--- src/rtl/dcm_pkg.sv ---
package dcm_pkg;

    typedef enum logic [1:0] {
        SEL_NONE = 2'b00,
        SEL_RISE = 2'b01,
        SEL_FALL = 2'b10,
        SEL_BOTH = 2'b11
    } edge_sel_e;

    typedef struct packed {
        logic rise;
        logic fall;
    } edge_evt_t;

    typedef enum logic {
        SLOT_FIRST  = 1'b0,
        SLOT_SECOND = 1'b1
    } cap_slot_e;

    function automatic logic edge_qualifies(input edge_sel_e sel, input edge_evt_t evt);
        logic q;
        case (sel)
            SEL_RISE: q = evt.rise;
            SEL_FALL: q = evt.fall;
            SEL_BOTH: q = evt.rise | evt.fall;
            default:  q = 1'b0;
        endcase
        return q;
    endfunction

endpackage

--- src/rtl/dcm_edge_sync.sv ---
module dcm_edge_sync
    import dcm_pkg::*;
#(
    parameter int SYNC_STAGES = 2
) (
    input  logic      clk,
    input  logic      rst,
    input  logic      sig_in,
    output edge_evt_t edges
);
    localparam int LAST = SYNC_STAGES - 1;

    logic [SYNC_STAGES-1:0] chain;
    logic                   prev_lvl;

    always_ff @(posedge clk) begin
        if (rst) begin
            chain    <= '0;
            prev_lvl <= 1'b0;
        end else begin
            chain[0] <= sig_in;
            prev_lvl <= chain[LAST];
        end
    end

    generate
        for (genvar g = 1; g < SYNC_STAGES; g++) begin : g_stage
            always_ff @(posedge clk) begin
                if (rst) chain[g] <= 1'b0;
                else     chain[g] <= chain[g-1];
            end
        end
    endgenerate

    always_comb begin
        edges.rise = chain[LAST] & ~prev_lvl;
        edges.fall = ~chain[LAST] & prev_lvl;
    end

endmodule

--- src/rtl/dcm_interval_timer.sv ---
module dcm_interval_timer #(
    parameter int CNT_W = 16
) (
    input  logic             clk,
    input  logic             rst,
    input  logic             restart,
    output logic [CNT_W-1:0] count
);
    localparam logic [CNT_W-1:0] CNT_MAX = {CNT_W{1'b1}};
    localparam logic [CNT_W-1:0] CNT_ONE = CNT_W'(1);

    always_ff @(posedge clk) begin
        if (rst)                 count <= '0;
        else if (restart)        count <= CNT_ONE;
        else if (count != CNT_MAX) count <= count + CNT_ONE;
    end

endmodule

--- src/rtl/dcm_miss_guard.sv ---
module dcm_miss_guard #(
    parameter int CNT_W = 16
) (
    input  logic             clk,
    input  logic             rst,
    input  logic [CNT_W-1:0] count,
    input  logic [CNT_W-1:0] timeout_val,
    input  logic             real_evt,
    input  logic             recon_en,
    input  logic             miss_clr,
    output logic             synth_evt,
    output logic             miss_flag
);
    logic armed;
    logic hit;

    always_comb begin
        armed     = (timeout_val != '0);
        hit       = armed && (count == timeout_val) && !real_evt;
        synth_evt = hit && recon_en;
    end

    always_ff @(posedge clk) begin
        if (rst)           miss_flag <= 1'b0;
        else if (hit)      miss_flag <= 1'b1;
        else if (miss_clr) miss_flag <= 1'b0;
    end

endmodule

--- src/rtl/dcm_capture_bank.sv ---
module dcm_capture_bank
    import dcm_pkg::*;
#(
    parameter int CNT_W = 16
) (
    input  logic             clk,
    input  logic             rst,
    input  logic             evt,
    input  logic             dbl_mode,
    input  logic [CNT_W-1:0] count,
    output logic [CNT_W-1:0] cap_a,
    output logic [CNT_W-1:0] cap_b,
    output logic             cap_valid
);
    cap_slot_e slot;

    always_ff @(posedge clk) begin
        if (rst) begin
            cap_a     <= '0;
            cap_b     <= '0;
            cap_valid <= 1'b0;
            slot      <= SLOT_FIRST;
        end else begin
            cap_valid <= 1'b0;
            if (!dbl_mode) slot <= SLOT_FIRST;
            if (evt) begin
                if (!dbl_mode) begin
                    cap_a     <= count;
                    cap_valid <= 1'b1;
                end else if (slot == SLOT_FIRST) begin
                    cap_a <= count;
                    slot  <= SLOT_SECOND;
                end else begin
                    cap_b     <= count;
                    cap_valid <= 1'b1;
                    slot      <= SLOT_FIRST;
                end
            end
        end
    end

endmodule

--- src/rtl/dcm_cell.sv ---
module dcm_cell
    import dcm_pkg::*;
#(
    parameter int CNT_W       = 16,
    parameter int SYNC_STAGES = 2
) (
    input  logic             clk,
    input  logic             rst,
    input  logic             sig_in,
    input  logic [1:0]       edge_sel,
    input  logic             dbl_mode,
    input  logic             recon_en,
    input  logic [CNT_W-1:0] timeout_val,
    input  logic             miss_clr,
    output logic [CNT_W-1:0] cap_a,
    output logic [CNT_W-1:0] cap_b,
    output logic             cap_valid,
    output logic             miss_flag
);
    edge_evt_t        edges;
    logic             real_evt;
    logic             synth_evt;
    logic             any_evt;
    logic [CNT_W-1:0] tmr_cnt;

    dcm_edge_sync #(.SYNC_STAGES(SYNC_STAGES)) u_sync (
        .clk   (clk),
        .rst   (rst),
        .sig_in(sig_in),
        .edges (edges)
    );

    always_comb begin
        real_evt = edge_qualifies(edge_sel_e'(edge_sel), edges);
        any_evt  = real_evt | synth_evt;
    end

    dcm_interval_timer #(.CNT_W(CNT_W)) u_tmr (
        .clk    (clk),
        .rst    (rst),
        .restart(any_evt),
        .count  (tmr_cnt)
    );

    dcm_miss_guard #(.CNT_W(CNT_W)) u_miss (
        .clk        (clk),
        .rst        (rst),
        .count      (tmr_cnt),
        .timeout_val(timeout_val),
        .real_evt   (real_evt),
        .recon_en   (recon_en),
        .miss_clr   (miss_clr),
        .synth_evt  (synth_evt),
        .miss_flag  (miss_flag)
    );

    dcm_capture_bank #(.CNT_W(CNT_W)) u_cap (
        .clk      (clk),
        .rst      (rst),
        .evt      (any_evt),
        .dbl_mode (dbl_mode),
        .count    (tmr_cnt),
        .cap_a    (cap_a),
        .cap_b    (cap_b),
        .cap_valid(cap_valid)
    );

endmodule

--- config.mk ---
export PLATFORM = sky130hd
export DESIGN_NAME = dcm_cell
export DESIGN_NICKNAME = d
export VERILOG_FILES = /design/src/rtl/dcm_pkg.sv /design/src/rtl/dcm_edge_sync.sv /design/src/rtl/dcm_interval_timer.sv /design/src/rtl/dcm_miss_guard.sv /design/src/rtl/dcm_capture_bank.sv /design/src/rtl/dcm_cell.sv
export SDC_FILE = /design/constraint.sdc
export NUM_CORES = 1
export LEC_CHECK = 0
export BUFFER_PORTS_ARGS = -buffer_cell sky130_fd_sc_hd__buf_2
export CAP_MARGIN = 20
export CORE_ASPECT_RATIO = 1.1
export CORE_UTILIZATION = 50
export DETAILED_ROUTE_END_ITERATION = 6
export GPL_TIMING_DRIVEN = 0
export PLACE_DENSITY = 0.75
export SLEW_MARGIN = 40
export SYNTH_ARGS = -nofsm -noshare
export SYNTH_HDL_FRONTEND = slang
export SYNTH_HIERARCHICAL = 1
export SYNTH_SLANG_ARGS = --single-unit
--- constraint.sdc ---
create_clock -name clk -period 6.7 [get_ports clk]
set_clock_uncertainty 0.1 [all_clocks]
set_input_delay 1.675 -clock clk [delete_from_list [all_inputs] [get_ports clk]]
set_output_delay 1.675 -clock clk [all_outputs]
set_load 0.1 [all_outputs]
==> qor.csv, run 1 <==
metric;value;unit
slew_headroom;55.83;%
grt_pass1_vias;2103;
antenna_found_initial;0;
fill_cells;400;
ys_seq_elements;51;
tightest_slew;657.5;ps
multi_input_area;0.001425;mm^2
final_nets;346;
route.detailed.drc;0;
maxCapViolations;0;
crit_path_end_kind;flip-flop;
setup-violations-final;0;
period_share;53.47;%
numCtsBuffers;5;
critPathKind;in -> reg;
clkTransAtPathRegs;90;ps
irDropWorstVdd;0.00009087;V
hold_class;reg -> reg;
placed_cells;370;
synth_area_per_cell;9.761;um^2
ys_dominant_reg_cell;dfxtp_1;
synthCells;257;
yosys.area.top_type_share;40.70;%
ant_nets;0;
clock_sinks;51;
gr-total-overflow;0;
cp_data_required_time;6770;ps
rsz0062_at_grt;false;
finalHoldViolations;0;
dieArea;0.005305;mm^2
netlist-cell-type-count;45;
wl_per_cell;15.09;um
grt.total_usage;22.43;%
die-height;76.29;um
cp-start-kind;input pin;
cp_max_fo;10;
die_x;69.54;um
final_util;63.00;%
fin_setup_tns;0;ps
synthArstFlopShare;0;%
netlist_area;0.002509;mm^2
io_buffer_count;56;
power_density;192.2;mW/mm^2
drt-vias-per-instance;5.706;
cts_tree;yes;
wirelength;5690;um
grt_first_pass_wirelength;9666;um
status;complete, no violations;
ys.warnings.count;8;
max_freq;279.1;MHz
core-area;0.004717;mm^2
arrival;3650;ps
pin_count;58;
cts_resized;0;
drv_slew;0;
start_util;53.18;%
clockBufferDepth;2;
p_leak;0.001240;uW
h-tree-depth;2;
period_needed;3582;ps
insertion_delay;300;ps
ys_seq_area_share;40.70;%
globalplace.congestion;0.8957;
first_iter_violations;150;
grt_max_degree;15;
root_buffer;clkbuf_8;
synth_area_leaders;dfxtp_1 (41%), mux2i_1 (13%), nand2b_1 (12%);
min_path_cells;2;
vias;2151;
cts-hold-fix-buffers;0;
synth-edff-count;0;
post_cts_buffers;0;
n_antenna_cell;0;
syn_to_final_growth;18.45;%
hold_ws;374.5;ps
regArea;0.001021;mm^2
r2r_cells;8;
yosysTopAreaCell;dfxtp_1;
firstDrtPassIters;4;
hpwlAfterDp;4167;um
rows;26;
layout-drive-gt1-share;25.86;%
fin_cells;377;
-- per-stage QoR --
stage,power (uW),cell area [um^2],worst slack (ps)
2_1_floorplan,355.0,2512,3295
3_3_place_gp,372.3,2863,2833
3_5_place_dp,373.0,2863,2794
4_1_cts,576.4,2965,3117
5_1_grt,595.7,2972,2962
6_report,571.2,2972,3118
-- cells in the mapped netlist, types with 3 or more instances --
cell type and number:
dfxtp_1 51, nand2b_1 48, mux2i_1 33, xor2_1 14, nand3_1 10, a21oi_1 9
clkbuf_1 7, nand2_1 6, nand4_1 6, nor4_1 6, o21ai_0 6, a31oi_1 5
xnor2_1 5, nor2_1 4, nor3_1 4, buf_4 3, nor4_2 3, or3_1 3
-- cell usage in the layout (no fill, tap or decap), types with 6 or more instances in the layout --
master,Yosys,final
nand3_1,10,10
dfxtp_1,51,51
buf_2,1,57
xor2_1,14,14
nand4_1,6,6
nand2_1,6,6
o21ai_0,6,6
mux2i_1,33,33
a21oi_1,9,9
clkbuf_1,7,8
nand2b_1,48,48
-- cell type report --
cell class	count	share of cell area, %
multi-input combinational	193	47.96
sequential	51	34.36
timing repair buffer	56	9.432
clock buffer	6	2.442
tap	56	2.358
buffer	12	2.189
clock inverter	1	1.011
inverter	2	0.2526
-- registers in the layout, indices dropped and copies added (netlist names) --
register          count
u_cap/cap_a          16
u_cap/cap_b          16
u_tmr/count          16
u_cap/cap_valid       1
u_cap/slot            1
u_miss/miss_flag      1
-- report_power, final --
part | internal, uW | switching (uW) | total, uW
Clock | 110 | 95.6 | 205
Combinational | 24.7 | 32.8 | 57.5
Sequential | 305 | 3.35 | 309
-- worst paths after layout --
kind / from / to / slack, ps
min reg2reg: u_cap/cap_b[15]$_SDFFE_PP0P_ / u_cap/cap_b[15]$_SDFFE_PP0P_ / 370
max reg2reg: u_tmr/count[7]$_SDFFE_PP0P_ / u_tmr/count[3]$_SDFFE_PP0P_ / 4100
min: u_cap/cap_b[15]$_SDFFE_PP0P_ / u_cap/cap_b[15]$_SDFFE_PP0P_ / 370
max: timeout_val[7] / u_tmr/count[3]$_SDFFE_PP0P_ / 3120
-- critical path, stage by stage --
cell and delay, ps:
buf_2 110, xor2_1 160, nor4_2 310, nand4_1 180
nor3_1 210, a221o_1 300, or2_2 210, clkbuf_1 400
a21oi_1 100
-- cell families after synthesis --
group | synth area share [%]
DFF | 40.70
AOI/OAI and AO/OA | 9.226
buffers and inverters | 2.893
adders and majority gates | 0.4987
muxes | 13.17
xor gates and xnor gates | 6.633
and+or+nand+nor | 26.73
other | 0.1495
-- layer usage --
metal,up-vias,wire length (um),GRT usage [%]
met4,0,93,8.367
met2,78,3001,39.81
li1,1046,-,-
met3,10,295,4.497
met5,-,0,0
met1,1017,2299,26.39
(Power assumes the default switching activity.)
==> run 2, diff against run 1 <==
- ABC_AREA: not set -> 1
- PLACE_DENSITY: 0.75 -> 0.73
- clock period: 6.7 -> 3.6 ns (I/O delays scaled with it)
==> qor.csv, run 2 <==
metric;value;unit;change
status;complete, no violations;;unchanged
hold_ws;375.6;ps;was 374.5 ps
core-area;0.005769;mm^2;was 0.004717 mm^2
cp_max_fo;8;;was 10
clockBufferDepth;2;;unchanged
pin_count;58;;unchanged
route.detailed.drc;0;;unchanged
clkPwrFrac;28.6;%;was 35.9%
h-tree-depth;2;;unchanged
hpwlAfterDp;5230;um;was 4167 um
power.internal;809.7;uW;was 439.5 uW
ys_seq_area_share;34.26;%;was 40.70%
final_nets;571;;was 346
ant_nets;0;;unchanged
grt_first_pass_wirelength;11590;um;was 9666 um
p_leak;0.001862;uW;was 0.001240 uW
cp_data_required_time;3740;ps;was 6770 ps
rsz0062_at_grt;false;;unchanged
maxCapViolations;0;;unchanged
drt-vias-per-instance;4.710;;was 5.706
clkTransAtPathRegs;100;ps;was 90 ps
cts_resized;0;;unchanged
p_switching;430.9;uW;was 131.8 uW
final_util;59.97;%;was 63.00%
period_needed;2613;ps;
max_freq;382.7;MHz;
critPathKind;in -> reg;;unchanged
place_ws;620.8;ps;was 2794 ps
numCtsBuffers;5;;unchanged
irDropWorstVdd;0.0002421;V;was 0.00009087 V
netlist-cell-type-count;31;;was 45
start_util;51.66;%;was 53.18%
root_buffer;clkbuf_8;;unchanged
comb_power_share;22.9;%;was 10.1%
n_antenna_cell;0;;unchanged
firstDrtPassIters;4;;unchanged
ys_dominant_reg_cell;dfxtp_1;;unchanged
cts_tree;yes;;unchanged
synth-edff-count;0;;unchanged
first_iter_violations;168;;was 150
synthArstFlopShare;0;%;unchanged
gr-total-overflow;0;;unchanged
timing.final.ws_setup;986.8;ps;was 3118 ps
io_buffer_count;56;;unchanged
wl_per_cell;11.59;um;was 15.09 um
netSwitchingFraction;34.73;%;was 23.06%
fin_setup_tns;0;ps;unchanged
syn_to_final_growth;16.08;%;was 18.45%
period_share;72.59;%;
synth_area_leaders;dfxtp_1 (34%), nand2_1 (18%), inv_1 (12%);;was dfxtp_1 (41%), mux2i_1 (13%), nand2b_1 (12%)
die_x;75.61;um;was 69.54 um
reg.largest.list;u_cap/cap_a: 16 flops, u_cap/cap_b: 16 flops, u_tmr/count: 16 flops;;unchanged
wirelength;7232;um;was 5690 um
yosys-top-cells-count;nand2_1 (145), inv_1 (92), nor2_1 (82);;was dfxtp_1 (51), nand2b_1 (48), mux2i_1 (33)
p_total;1241;uW;was 571.2 uW
synth_area_per_cell;6.183;um^2;was 9.761 um^2
cts-hold-fix-buffers;0;;unchanged
fill_cells;577;;was 400
yosysTopAreaCell;dfxtp_1;;unchanged
hold_class;reg -> reg;;unchanged
ys.warnings.count;8;;unchanged
pwr-share-seq;48.4;%;was 54.0%
netlist_area;0.002980;mm^2;was 0.002509 mm^2
synth_most_common_cell;nand2_1;;was dfxtp_1
grt_max_degree;17;;was 15
post_cts_buffers;0;;unchanged
insertion_delay;310;ps;was 300 ps
globalplace.congestion;0.8709;;was 0.8957
vias;2939;;was 2151
power_density;358.6;mW/mm^2;was 192.2 mW/mm^2
synthCells;482;;was 257
cp-start-kind;input pin;;unchanged
drv_slew;0;;unchanged
grt_pass1_vias;2581;;was 2103
layout-drive-gt1-share;20.29;%;was 25.86%
yosys.area.top_type_share;34.26;%;was 40.70%
grt.total_usage;24.32;%;was 22.43%
layout_commonest_cell;nand2_1;;was buf_2
ys_seq_elements;51;;unchanged
tightest_slew;536.4;ps;was 657.5 ps
finalHoldViolations;0;;unchanged
dieArea;0.006274;mm^2;was 0.005305 mm^2
arrival;2750;ps;was 3650 ps
setup-violations-final;0;;unchanged
slew_headroom;64.11;%;was 55.83%
rows;29;;was 26
die-height;82.98;um;was 76.29 um
clock_sinks;51;;unchanged
crit_path_end_kind;flip-flop;;unchanged
layout_common_cells;nand2_1 (145), inv_1 (92), nor2_1 (82);;was buf_2 (57), dfxtp_1 (51), nand2b_1 (48)
antenna_found_initial;0;;unchanged
[run 2: worst paths after layout]
check | from | slack (ps) | cells after the start | end
hold / removal | u_miss/miss_flag$_SDFFE_PP0P_ | 380 | 2 | u_miss/miss_flag$_SDFFE_PP0P_
hold reg to reg | u_miss/miss_flag$_SDFFE_PP0P_ | 380 | 2 | u_miss/miss_flag$_SDFFE_PP0P_
setup / recovery | timeout_val[4] | 990 | 12 | u_tmr/count[2]$_SDFFE_PP0P_
setup reg to reg | u_tmr/count[0]$_SDFFE_PP0P_ | 1150 | 12 | u_tmr/count[2]$_SDFFE_PP0P_
[run 2: cell families (layout without fill, tap and decap cells)]
group	count (synthesis)	count (layout)	synth area share, %
fa+ha+maj	1	1	0.4197
compound gates	33	33	6.339
buf+inv	111	175	16.25
other cells	1	2	0.1258
flops	51	51	34.26
simple gates	285	285	42.61
[run 2: area by class of cell]
| cell class | count | area (um^2) | share of cell area (%) |
|---|---|---|---|
| inverter | 95 | 357.8 | 10.34 |
| clock buffer | 6 | 82.58 | 2.387 |
| clock inverter | 2 | 16.27 | 0.4702 |
| sequential | 51 | 1021 | 29.51 |
| multi-input combinational | 321 | 1479 | 42.75 |
| buffer | 16 | 126.4 | 3.653 |
| tap | 77 | 96.34 | 2.785 |
| timing repair buffer | 56 | 280.3 | 8.101 |
[run 2: layer usage]
| layer | share of wire [%] | vias to the layer above | GRT usage [%] |
|---|---|---|---|
| met1 | 43 | 1292 | 29.31 |
| met4 | 2.1 | 0 | 11.28 |
| li1 | - | 1557 | - |
| met3 | 4.8 | 11 | 4.005 |
| met2 | 50 | 79 | 40.99 |
| met5 | 0 | - | 0 |
[run 2: power by group through the flow]
stage | Clock [uW] | Sequential [uW] | Combinational, uW
final | 355 | 601 | 285
after global routing | 393 | 604 | 308
after CTS | 368 | 601 | 284
after detailed placement | 0 | 614 | 284
after global placement | 0 | 613 | 281
after floorplan | 0 | 743 | 97.5
[run 2: critical path, cell delays in order]
cell and delay (ps):
buf_2 110, nor2_1 110, nand2_1 60, nor2_1 210, a21oi_4 80, nand3_2 100
nor2_1 50, inv_1 40, nand3_1 130, nor2_1 470, inv_1 280, a31oi_1 210
[run 2: stage by stage]
step	instance area, um^2	instances
after global routing	3460	624
after floorplan	2984	483
final	3460	624
after CTS	3460	624
after global placement	3361	616
after detailed placement	3361	616
==> run 3, diff against run 2 <==
- ABC_AREA: 1 -> 0
- CORE_UTILIZATION: 50 -> 48
- PLACE_DENSITY: 0.73 -> 0.75
- clock period: 3.6 -> 2.3 ns (I/O delays scaled with it)
==> qor.csv, run 3 (same netlist as run 1, synthesis figures left out) <==
metric;value;unit;change
syn_to_final_growth;23.09;%;was 16.08%
vias;2138;;was 2939
clock_sinks;51;;unchanged
n_antenna_cell;0;;unchanged
drt-vias-per-instance;5.568;;was 4.710
layout_commonest_cell;buf_2;;was nand2_1
period_share;97.64;%;
r2r_end;u_tmr/count[8]$_SDFFE_PP0P_;;was u_tmr/count[2]$_SDFFE_PP0P_
clkPwrFrac;34.7;%;was 28.6%
ant_nets;0;;unchanged
hpwlAfterDp;4188;um;was 5230 um
root_buffer;clkbuf_8;;unchanged
setup-violations-final;0;;unchanged
cp_max_fo;8;;unchanged
critPathKind;reg -> reg;;was in -> reg
h-tree-depth;2;;unchanged
pwr-share-seq;54.3;%;was 48.4%
clkTransAtPathRegs;90;ps;was 100 ps
gr-total-overflow;0;;unchanged
use_met1;25.20;%;was 29.31%
design_area;0.003088;mm^2;was 0.003460 mm^2
grt_max_degree;16;;was 17
grt_first_pass_wirelength;9570;um;was 11590 um
max_freq;445.3;MHz;
p_total;1653;uW;was 1241 uW
status;complete, but fails checks;;was complete, no violations
pin_count;58;;unchanged
final_nets;350;;was 571
route.detailed.drc;2;;was 0
maxCapViolations;0;;unchanged
r2r_cells;7;;was 12
insertion_delay;310;ps;about the same
start_util;49.84;%;was 51.66%
core-area;0.005034;mm^2;was 0.005769 mm^2
use_met3;4.545;%;was 4.005%
globalplace.congestion;0.8779;;was 0.8709
fill_cells;455;;was 577
grt_pass1_vias;2064;;was 2581
use_met2;40.38;%;was 40.99%
final_util;61.35;%;was 59.97%
violations;design-rule violations;;
numCtsBuffers;5;;unchanged
cp-start-kind;flip-flop;;was input pin
wirelength;5814;um;was 7232 um
reg.largest.list;u_cap/cap_a: 16 flops, u_cap/cap_b: 16 flops, u_tmr/count: 16 flops;;unchanged
layout_common_cells;buf_2 (57), nand2b_1 (48), dfxtp_1 (42);;was nand2_1 (145), inv_1 (92), nor2_1 (82)
cts_tree;yes;;unchanged
antenna_found_initial;0;;unchanged
critPathCapture;u_tmr/count[8]$_SDFFE_PP0P_;;was u_tmr/count[2]$_SDFFE_PP0P_
die-height;77.82;um;was 82.98 um
firstDrtPassIters;7;;was 4
dieArea;0.005520;mm^2;was 0.006274 mm^2
period_needed;2246;ps;
rsz0062_at_grt;true;;was false
hold_ws;372.2;ps;was 375.6 ps
power_density;535.4;mW/mm^2;was 358.6 mW/mm^2
grt.total_usage;21.96;%;was 24.32%
cp_data_required_time;2410;ps;was 3740 ps
r2r_start;u_tmr/count[11]$_SDFFE_PP0P_;;was u_tmr/count[0]$_SDFFE_PP0P_
power.internal;1241;uW;was 809.7 uW
crit_path_end_kind;flip-flop;;unchanged
gr-max-usage-layer;met2;;unchanged
io_buffer_count;56;;unchanged
netSwitchingFraction;24.93;%;was 34.73%
drv_slew;0;;unchanged
hold_class;reg -> reg;;unchanged
clockBufferDepth;2;;unchanged
startpoint;u_tmr/count[11]$_SDFFE_PP0P_;;was timeout_val[4]
p_switching;412.2;uW;was 430.9 uW
slew_headroom;62.53;%;was 64.11%
timing.reg2reg.setup_slack;50;ps;was 1150 ps
comb_power_share;11.0;%;was 22.9%
tightest_slew;556.9;ps;was 536.4 ps
arrival;2350;ps;was 2750 ps
placed_area;0.002869;mm^2;was 0.003361 mm^2
p_leak;0.001311;uW;was 0.001862 uW
irDropWorstVdd;0.0003145;V;was 0.0002421 V
finalHoldViolations;0;;unchanged
wl_per_cell;15.14;um;was 11.59 um
rows;27;;was 29
die_x;70.93;um;was 75.61 um
first_iter_violations;122;;was 168
layout-drive-gt1-share;32.21;%;was 20.29%
-- run 3: changes by cell type in the layout (fill, tap and decap cells not counted), moves of 6 or more --
cell	previous run	this run
a21oi_1	18	9
clkbuf_1	0	6
dfxtp_1	51	42
dfxtp_2	0	8
inv_1	92	2
mux2i_1	0	33
nand2_1	145	6
nand2b_1	0	48
nand3_1	21	10
nand3_2	16	0
nor2_1	82	4
xor2_1	0	14
-- run 3: power groups by stage --
stage	clock network, uW	logic, uW	registers [uW]
floorplan	0	94.9	939
global placement	0	166	919
detailed placement	0	168	920
CTS	585	171	899
global route	621	193	900
finish	574	181	898
-- run 3: what timing repair did --
action                     4_1_cts  5_1_grt
setup endpoints to repair       46       40
pin swaps                        1        2
resized for setup               13       11
hold buffers                     0        0
buffers inserted                 0        4
-- run 3: metrics by stage --
stage	setup WS [ps]	TNS, ps	cells
2_1_floorplan	3.686	0	258
3_3_place_gp	-457.2	-14970	372
3_5_place_dp	-483.0	-15970	372
4_1_cts	6.973	0	380
5_1_grt	-24.19	-135.4	384
6_report	54.30	0	384
-- run 3: how the worst min path moves through the flow --
stage / startpoint / to / depth (start not counted)
2_1_floorplan: u_tmr/count[10]$_SDFFE_PP0P_ / u_tmr/count[10]$_SDFFE_PP0P_ / 1
3_3_place_gp: u_cap/cap_a[0]$_SDFFE_PP0P_ / u_cap/cap_a[0]$_SDFFE_PP0P_ / 2
3_5_place_dp: u_cap/cap_a[0]$_SDFFE_PP0P_ / u_cap/cap_a[0]$_SDFFE_PP0P_ / 2
4_1_cts: u_cap/cap_a[0]$_SDFFE_PP0P_ / u_cap/cap_a[0]$_SDFFE_PP0P_ / 2
5_1_grt: u_cap/cap_b[5]$_SDFFE_PP0P_ / u_cap/cap_b[5]$_SDFFE_PP0P_ / 2
6_report: u_cap/cap_b[5]$_SDFFE_PP0P_ / u_cap/cap_b[5]$_SDFFE_PP0P_ / 2
-- run 3: worst max-delay path, stage by stage, from the launching register on --
cell     delay (ps)
dfxtp_1         500
xor2_1          230
nor4_2           60
nand4_1         130
nor3_1           70
a221o_2         350
or2_2           350
o41ai_1         340
-- run 3: final cells by class --
type / instances / area, um^2 / area share (%)
Clock inverter: 1 / 7.507 / 0.2431
Inverter: 2 / 7.507 / 0.2431
Tap cell: 58 / 72.57 / 2.350
Sequential cell: 51 / 1035 / 33.51
Buffer: 12 / 72.57 / 2.350
Timing Repair Buffer: 60 / 310.3 / 10.05
Clock buffer: 7 / 96.34 / 3.120
Multi-Input combinational cell: 193 / 1486 / 48.14
-- run 3: routing by layer --
layer	share of wire (%)	up-vias	wire, um
met2	52	65	3044
met3	4.6	8	268
met1	41	1010	2409
li1	-	1055	-
met5	0	-	0
met4	1.6	0	91
